$ cat src/rtl/bytecmd_pkg.sv
package bytecmd_pkg;
  typedef enum logic [1:0] {
    MODE_CMD   = 2'd0,
    MODE_DATA  = 2'd1,
    MODE_CHECK = 2'd2
  } parse_mode_e;

  // strobes from control to datapath
  typedef struct packed {
    logic passData;
    logic decodeCmd;
  } parse_ctl_t;
endpackage

$ cat src/rtl/bytecmd_ctrl.sv
module bytecmd_ctrl
  import bytecmd_pkg::*;
#(
  parameter int BYTE_W = 8,
  parameter logic [BYTE_W-1:0] ESC_CODE = 8'hE3,
  parameter logic [BYTE_W-1:0] DATA_CODE = 8'hE1
) (
  input  logic              clk,
  input  logic              rstN,
  input  logic              masterRst,
  input  logic              byteValid,
  input  logic [BYTE_W-1:0] byteIn,
  output parse_ctl_t        ctl,
  output logic              cmdMode
);
  parse_mode_e mode, modeNext;

  always_comb begin
    modeNext = mode;
    ctl = '0;
    if (byteValid && !masterRst) begin
      unique case (mode)
        MODE_CMD: begin
          if (byteIn == DATA_CODE) modeNext = MODE_DATA;
          else ctl.decodeCmd = 1'b1;
        end
        MODE_DATA: begin
          if (byteIn == ESC_CODE) modeNext = MODE_CHECK;
          else ctl.passData = 1'b1;
        end
        MODE_CHECK: begin
          if (byteIn == ESC_CODE) begin
            ctl.passData = 1'b1;
            modeNext = MODE_DATA;
          end else if (byteIn == DATA_CODE) begin
            modeNext = MODE_DATA;
          end else begin
            ctl.decodeCmd = 1'b1;
            modeNext = MODE_CMD;
          end
        end
        default: modeNext = MODE_CMD;
      endcase
    end
  end

  always_ff @(posedge clk or negedge rstN) begin
    if (!rstN) mode <= MODE_CMD;
    else if (masterRst) mode <= MODE_CMD;
    else mode <= modeNext;
  end

  assign cmdMode = (mode == MODE_CMD);
endmodule

$ cat src/rtl/bytecmd_dp.sv
module bytecmd_dp
  import bytecmd_pkg::*;
#(
  parameter int BYTE_W = 8
) (
  input  logic              clk,
  input  logic              rstN,
  input  logic              masterRst,
  input  parse_ctl_t        ctl,
  input  logic [BYTE_W-1:0] byteIn,
  output logic              dataValid,
  output logic [BYTE_W-1:0] dataByte,
  output logic              cfgStrobe,
  output logic [2:0]        cfgSel,
  output logic [2:0]        cfgVal,
  output logic              bitStrobe,
  output logic              bitVal,
  output logic              searchStrobe,
  output logic              searchOn,
  output logic              resetStrobe,
  output logic              pulseStrobe,
  output logic              pulseProg,
  output logic [1:0]        speedSel,
  output logic              armSpu
);
  localparam int TOP = BYTE_W - 1;
  localparam int KIND_LO = TOP - 2;

  logic [2:0] kind;
  logic isCfg, isBit, isSearch, isReset, isPulse;

  assign kind = byteIn[TOP:KIND_LO];

  always_comb begin
    isCfg    = !byteIn[TOP] && byteIn[0];
    isBit    = (kind == 3'b100) && byteIn[0];
    isSearch = (kind == 3'b101) && (byteIn[1:0] == 2'b01);
    isReset  = (kind == 3'b110) && (byteIn[1:0] == 2'b01);
    isPulse  = (kind == 3'b111) && (byteIn[3:2] == 2'b11) && byteIn[0];
  end

  always_ff @(posedge clk or negedge rstN) begin
    if (!rstN) begin
      dataValid    <= 1'b0;
      dataByte     <= '0;
      cfgStrobe    <= 1'b0;
      bitStrobe    <= 1'b0;
      searchStrobe <= 1'b0;
      resetStrobe  <= 1'b0;
      pulseStrobe  <= 1'b0;
      cfgSel       <= '0;
      cfgVal       <= '0;
      bitVal       <= 1'b0;
      searchOn     <= 1'b0;
      pulseProg    <= 1'b0;
      speedSel     <= '0;
      armSpu       <= 1'b0;
    end else begin
      dataValid    <= ctl.passData && !masterRst;
      cfgStrobe    <= ctl.decodeCmd && isCfg;
      bitStrobe    <= ctl.decodeCmd && isBit;
      searchStrobe <= ctl.decodeCmd && isSearch;
      resetStrobe  <= ctl.decodeCmd && isReset;
      pulseStrobe  <= ctl.decodeCmd && isPulse;
      if (ctl.passData) dataByte <= byteIn;
      if (ctl.decodeCmd) begin
        cfgSel    <= byteIn[6:4];
        cfgVal    <= byteIn[3:1];
        bitVal    <= byteIn[4];
        searchOn  <= byteIn[4];
        pulseProg <= byteIn[4];
        speedSel  <= byteIn[3:2];
        armSpu    <= byteIn[1];
      end
    end
  end
endmodule

$ cat src/rtl/bytecmd_parser.sv
module bytecmd_parser
  import bytecmd_pkg::*;
#(
  parameter int BYTE_W = 8,
  parameter logic [BYTE_W-1:0] ESC_CODE = 8'hE3,
  parameter logic [BYTE_W-1:0] DATA_CODE = 8'hE1
) (
  input  logic              clk,
  input  logic              rstN,
  input  logic              masterRst,
  input  logic              byteValid,
  input  logic [BYTE_W-1:0] byteIn,
  output logic              cmdMode,
  output logic              dataValid,
  output logic [BYTE_W-1:0] dataByte,
  output logic              cfgStrobe,
  output logic [2:0]        cfgSel,
  output logic [2:0]        cfgVal,
  output logic              bitStrobe,
  output logic              bitVal,
  output logic              searchStrobe,
  output logic              searchOn,
  output logic              resetStrobe,
  output logic              pulseStrobe,
  output logic              pulseProg,
  output logic [1:0]        speedSel,
  output logic              armSpu
);
  parse_ctl_t ctl;

  bytecmd_ctrl #(.BYTE_W(BYTE_W), .ESC_CODE(ESC_CODE), .DATA_CODE(DATA_CODE)) u_ctrl (
    .clk(clk), .rstN(rstN), .masterRst(masterRst), .byteValid(byteValid),
    .byteIn(byteIn), .ctl(ctl), .cmdMode(cmdMode)
  );

  bytecmd_dp #(.BYTE_W(BYTE_W)) u_dp (
    .clk(clk), .rstN(rstN), .masterRst(masterRst), .ctl(ctl), .byteIn(byteIn),
    .dataValid(dataValid), .dataByte(dataByte),
    .cfgStrobe(cfgStrobe), .cfgSel(cfgSel), .cfgVal(cfgVal),
    .bitStrobe(bitStrobe), .bitVal(bitVal),
    .searchStrobe(searchStrobe), .searchOn(searchOn),
    .resetStrobe(resetStrobe), .pulseStrobe(pulseStrobe), .pulseProg(pulseProg),
    .speedSel(speedSel), .armSpu(armSpu)
  );
endmodule

$ cat config.mk
export PLATFORM = sky130hd
export DESIGN_NAME = bytecmd_parser
export DESIGN_NICKNAME = d
export VERILOG_FILES = /design/src/rtl/bytecmd_pkg.sv /design/src/rtl/bytecmd_ctrl.sv /design/src/rtl/bytecmd_dp.sv /design/src/rtl/bytecmd_parser.sv
export SDC_FILE = /design/constraint.sdc
export NUM_CORES = 1
export LEC_CHECK = 0
export ABC_AREA = 1
export BUFFER_PORTS_ARGS = -buffer_cell sky130_fd_sc_hd__buf_2
export CAP_MARGIN = 20
export CORE_MARGIN = 1.5
export CORE_UTILIZATION = 48
export CTS_BUF_LIST = sky130_fd_sc_hd__clkbuf_8 sky130_fd_sc_hd__clkbuf_16
export DETAILED_ROUTE_END_ITERATION = 8
export PLACE_DENSITY_LB_ADDON = 0.2
export SYNTH_ARGS = -nofsm -noshare
export SYNTH_HDL_FRONTEND = slang
export SYNTH_HIERARCHICAL = 1
export SYNTH_SLANG_ARGS = --single-unit
$ cat constraint.sdc
create_clock -name clk -period 1.71 [get_ports clk]
set_input_delay 0.171 -clock clk [delete_from_list [all_inputs] [get_ports clk]]
set_output_delay 0.171 -clock clk [all_outputs]
set_load 0.03 [all_outputs]
==> flow_summary.ini <==
[worst_setup_path]
critPathBufInv = 1
path_delay_family = flip-flops
critPathMaxFanout = 13
arrival_ns = 1.54
timing.critical_path.from = u_ctrl/mode[1]
worstSetupPathType = flip-flop to flip-flop
worstSetupStartpointType = flip-flop
cp_cell_sequence = nor2_1 -> nand2_2 -> a21boi_1 -> inv_2 -> nand2_1 -> o21ai_0
cp-end-kind = flip-flop
slowest_delay_ns = 0.46
worstReg2RegStart = u_ctrl/mode[1]
required_ns = 1.85
cpMaxStageDelayCell = dfrtp_1

[clock_network]
h-tree-depth = 1
cts_made_buffers = 3
clock_latency_ns = 0.26
postCtsSetupRepairBufs = 0
cts_tree = done
cts.sinks = 22
clk_pin_slew_ns = 0.07
cts-hold-fix-buffers = 1
clockBufferDepth = 2
root_buffer = clkbuf_8
cts_resized = 0

[min_path]
min_from = masterRst
hold_path.class = input pin to flip-flop

[route]
via_per_inst = 4.84
antenna_left = 0
wl_um = 2270
first_iter_violations = 29
dr.pass1.iters = 4
drcViolationCount = 0
wl_per_cell_um = 11.1
vias = 987

[finish]
area_delta_synth_final_pct = 23.4
layout-drive-gt1-share_pct = 34.7
final_cell_area_um2 = 1360
antenna_cells = 0
fin_nets = 189

[placed_design]
portBuffers = 38
dp_hpwl_um = 1740
placed_cell_area_um2 = 1280
pre_cts_slack_ns = 0.312
place.gp.congestion = 0.767

[die]
ioPinCount = 39
die_h_um = 50.9
initial_core_util_pct = 50.3
die_area_um2 = 2590
die_w_um = 50.9
num_rows = 17
core_um2 = 2190

[power]
peakVddDrop_uv = 836
power.leakage_nw = 0.786
powerDensity_nw_per_um2 = 1650

[global_route]
gr-total-overflow = 0
grt_first_pass_wirelength_um = 3930
antenna_found_initial = 0
grt_use_total_pct = 20.0
grt_max_degree = 23
grt_pass1_vias = 923

[synth]
synth_area_leaders = dfrtp_1 (50%), nand2_1 (13%), inv_1 (6.5%)
synth_area_um2 = 1100
yosys_warnings = 6
yosysTopAreaCellShare_pct = 49.9
synthDistinctLibCells = 19
synth-seq-cells = 22
syn_nets = 151
synth_seq_area_share_pct = 49.9
synth_cells = 139
synth_area_leader_cell = dfrtp_1
syn_avg_cell_area_um2 = 7.93

[sta]
fmax_mhz = 715
finalSetupTns_ns = 0
hold_viol_final = 0
layout_setup_ws_ns = 0.311
finClkSkew_ns = 0.000916
grt_setup_unrepaired = false
finalCritPeriodShare_pct = 81.8
setup_viol = 0
tightest_slew_ns = 0.480
slew_violations = 0
slew_headroom_pct = 68.0
fin_crit_ns = 1.40

[run_status]
status = finished clean

[job]
cap_violations = 0
==> flip-flops by register name, indices dropped and copies added (netlist names) <==
name               count
u_ctrl/mode            2
u_dp/bitStrobe         1
u_dp/cfgSel            3
u_dp/cfgStrobe         1
u_dp/cfgVal            3
u_dp/dataByte          8
u_dp/dataValid         1
u_dp/pulseStrobe       1
u_dp/resetStrobe       1
u_dp/searchStrobe      1
==> area by class of cell <==
type | instances | area, µm²
fillers | 203 | 831
flip-flops and latches | 22 | 551
multi-input cells | 85 | 398
repair buffers | 41 | 215
inverters | 24 | 90.1
clock buffers | 3 | 41.3
well taps | 28 | 35.0
clock inverters | 1 | 30.0
==> power by group <==
group / internal [W] / switching, W
combinational: 0.000282 / 0.000719
sequential: 0.000675 / 0.0000977
clock: 0.000312 / 0.000158
total: 0.00127 / 0.000975
==> layer usage <==
metal	up-vias	track usage, %	share of wire [%]
met2	46	32.9	48
met5	-	0	0
met3	8	2.92	6.4
met4	0	10.4	2.1
met1	442	25.3	43
li1	491	-	-
==> placed cells by master (no fill, tap or decap) <==
cell and n:
buf_4 2, nand2_2 8, a31oi_1 1, o21ai_0 7, dlygate4sd3_1 1, inv_2 5, a21boi_1 1, inv_1 19
clkbuf_8 3, a21oi_1 1, o21ai_2 1, nand3_1 7, bufinv_16 1, nor2_2 1, buf_2 38, nand4_1 2
dfrtp_1 22, nand2_1 39, nor2_4 2, o21a_1 1, nor2_1 12, nor3_1 2
==> synth_stat cells <==
library cell / count
nand2_1: 39
dfrtp_1: 22
inv_1: 19
nor2_1: 12
nand2_2: 8
buf_4: 7
nand3_1: 7
o21ai_0: 7
inv_2: 5
nand4_1: 2
nor2_4: 2
nor3_1: 2
a21boi_1: 1
a21oi_1: 1
a31oi_1: 1
buf_6: 1
nor2_2: 1
o21a_1: 1
o21ai_2: 1
==> through the flow <==
stage / hold WS [ns] / instances / total power (W) / utilization (%)
2_1_floorplan: -0.125 / 139 / 0.00156 / -
6_report: 0.127 / 204 / 0.00224 / 62.1
3_5_place_dp: 0.158 / 199 / 0.00179 / 58.4
4_1_cts: 0.126 / 204 / 0.00227 / 62.1
5_1_grt: 0.127 / 204 / 0.00240 / 62.1
3_3_place_gp: 0.155 / 199 / 0.00176 / 58.4
==> path summary, 6_finish.rpt <==
| path | endpoint | slack [ns] | cells past startpoint |
|---|---|---|---|
| min in group asynchronous | u_dp/cfgVal[2] | 0.40 | 2 |
| min reg2reg | u_dp/dataByte[4] | 0.47 | 2 |
| max | u_dp/dataByte[0] | 0.31 | 6 |
| max reg2reg | u_dp/dataByte[0] | 0.31 | 6 |
| max in group asynchronous | u_dp/dataByte[0] | 0.98 | 2 |
| min | u_dp/dataValid | 0.13 | 2 |
==> cell families (layout without fill, tap and decap cells) <==
family          after synthesis  after routing  synth area share (%)
compound gates               12             12                  6.36
buf+inv                      32             69                  14.0
flops                        22             22                  49.9
simple gates                 73             73                  29.7
Power figures use the tool's default switching activity.
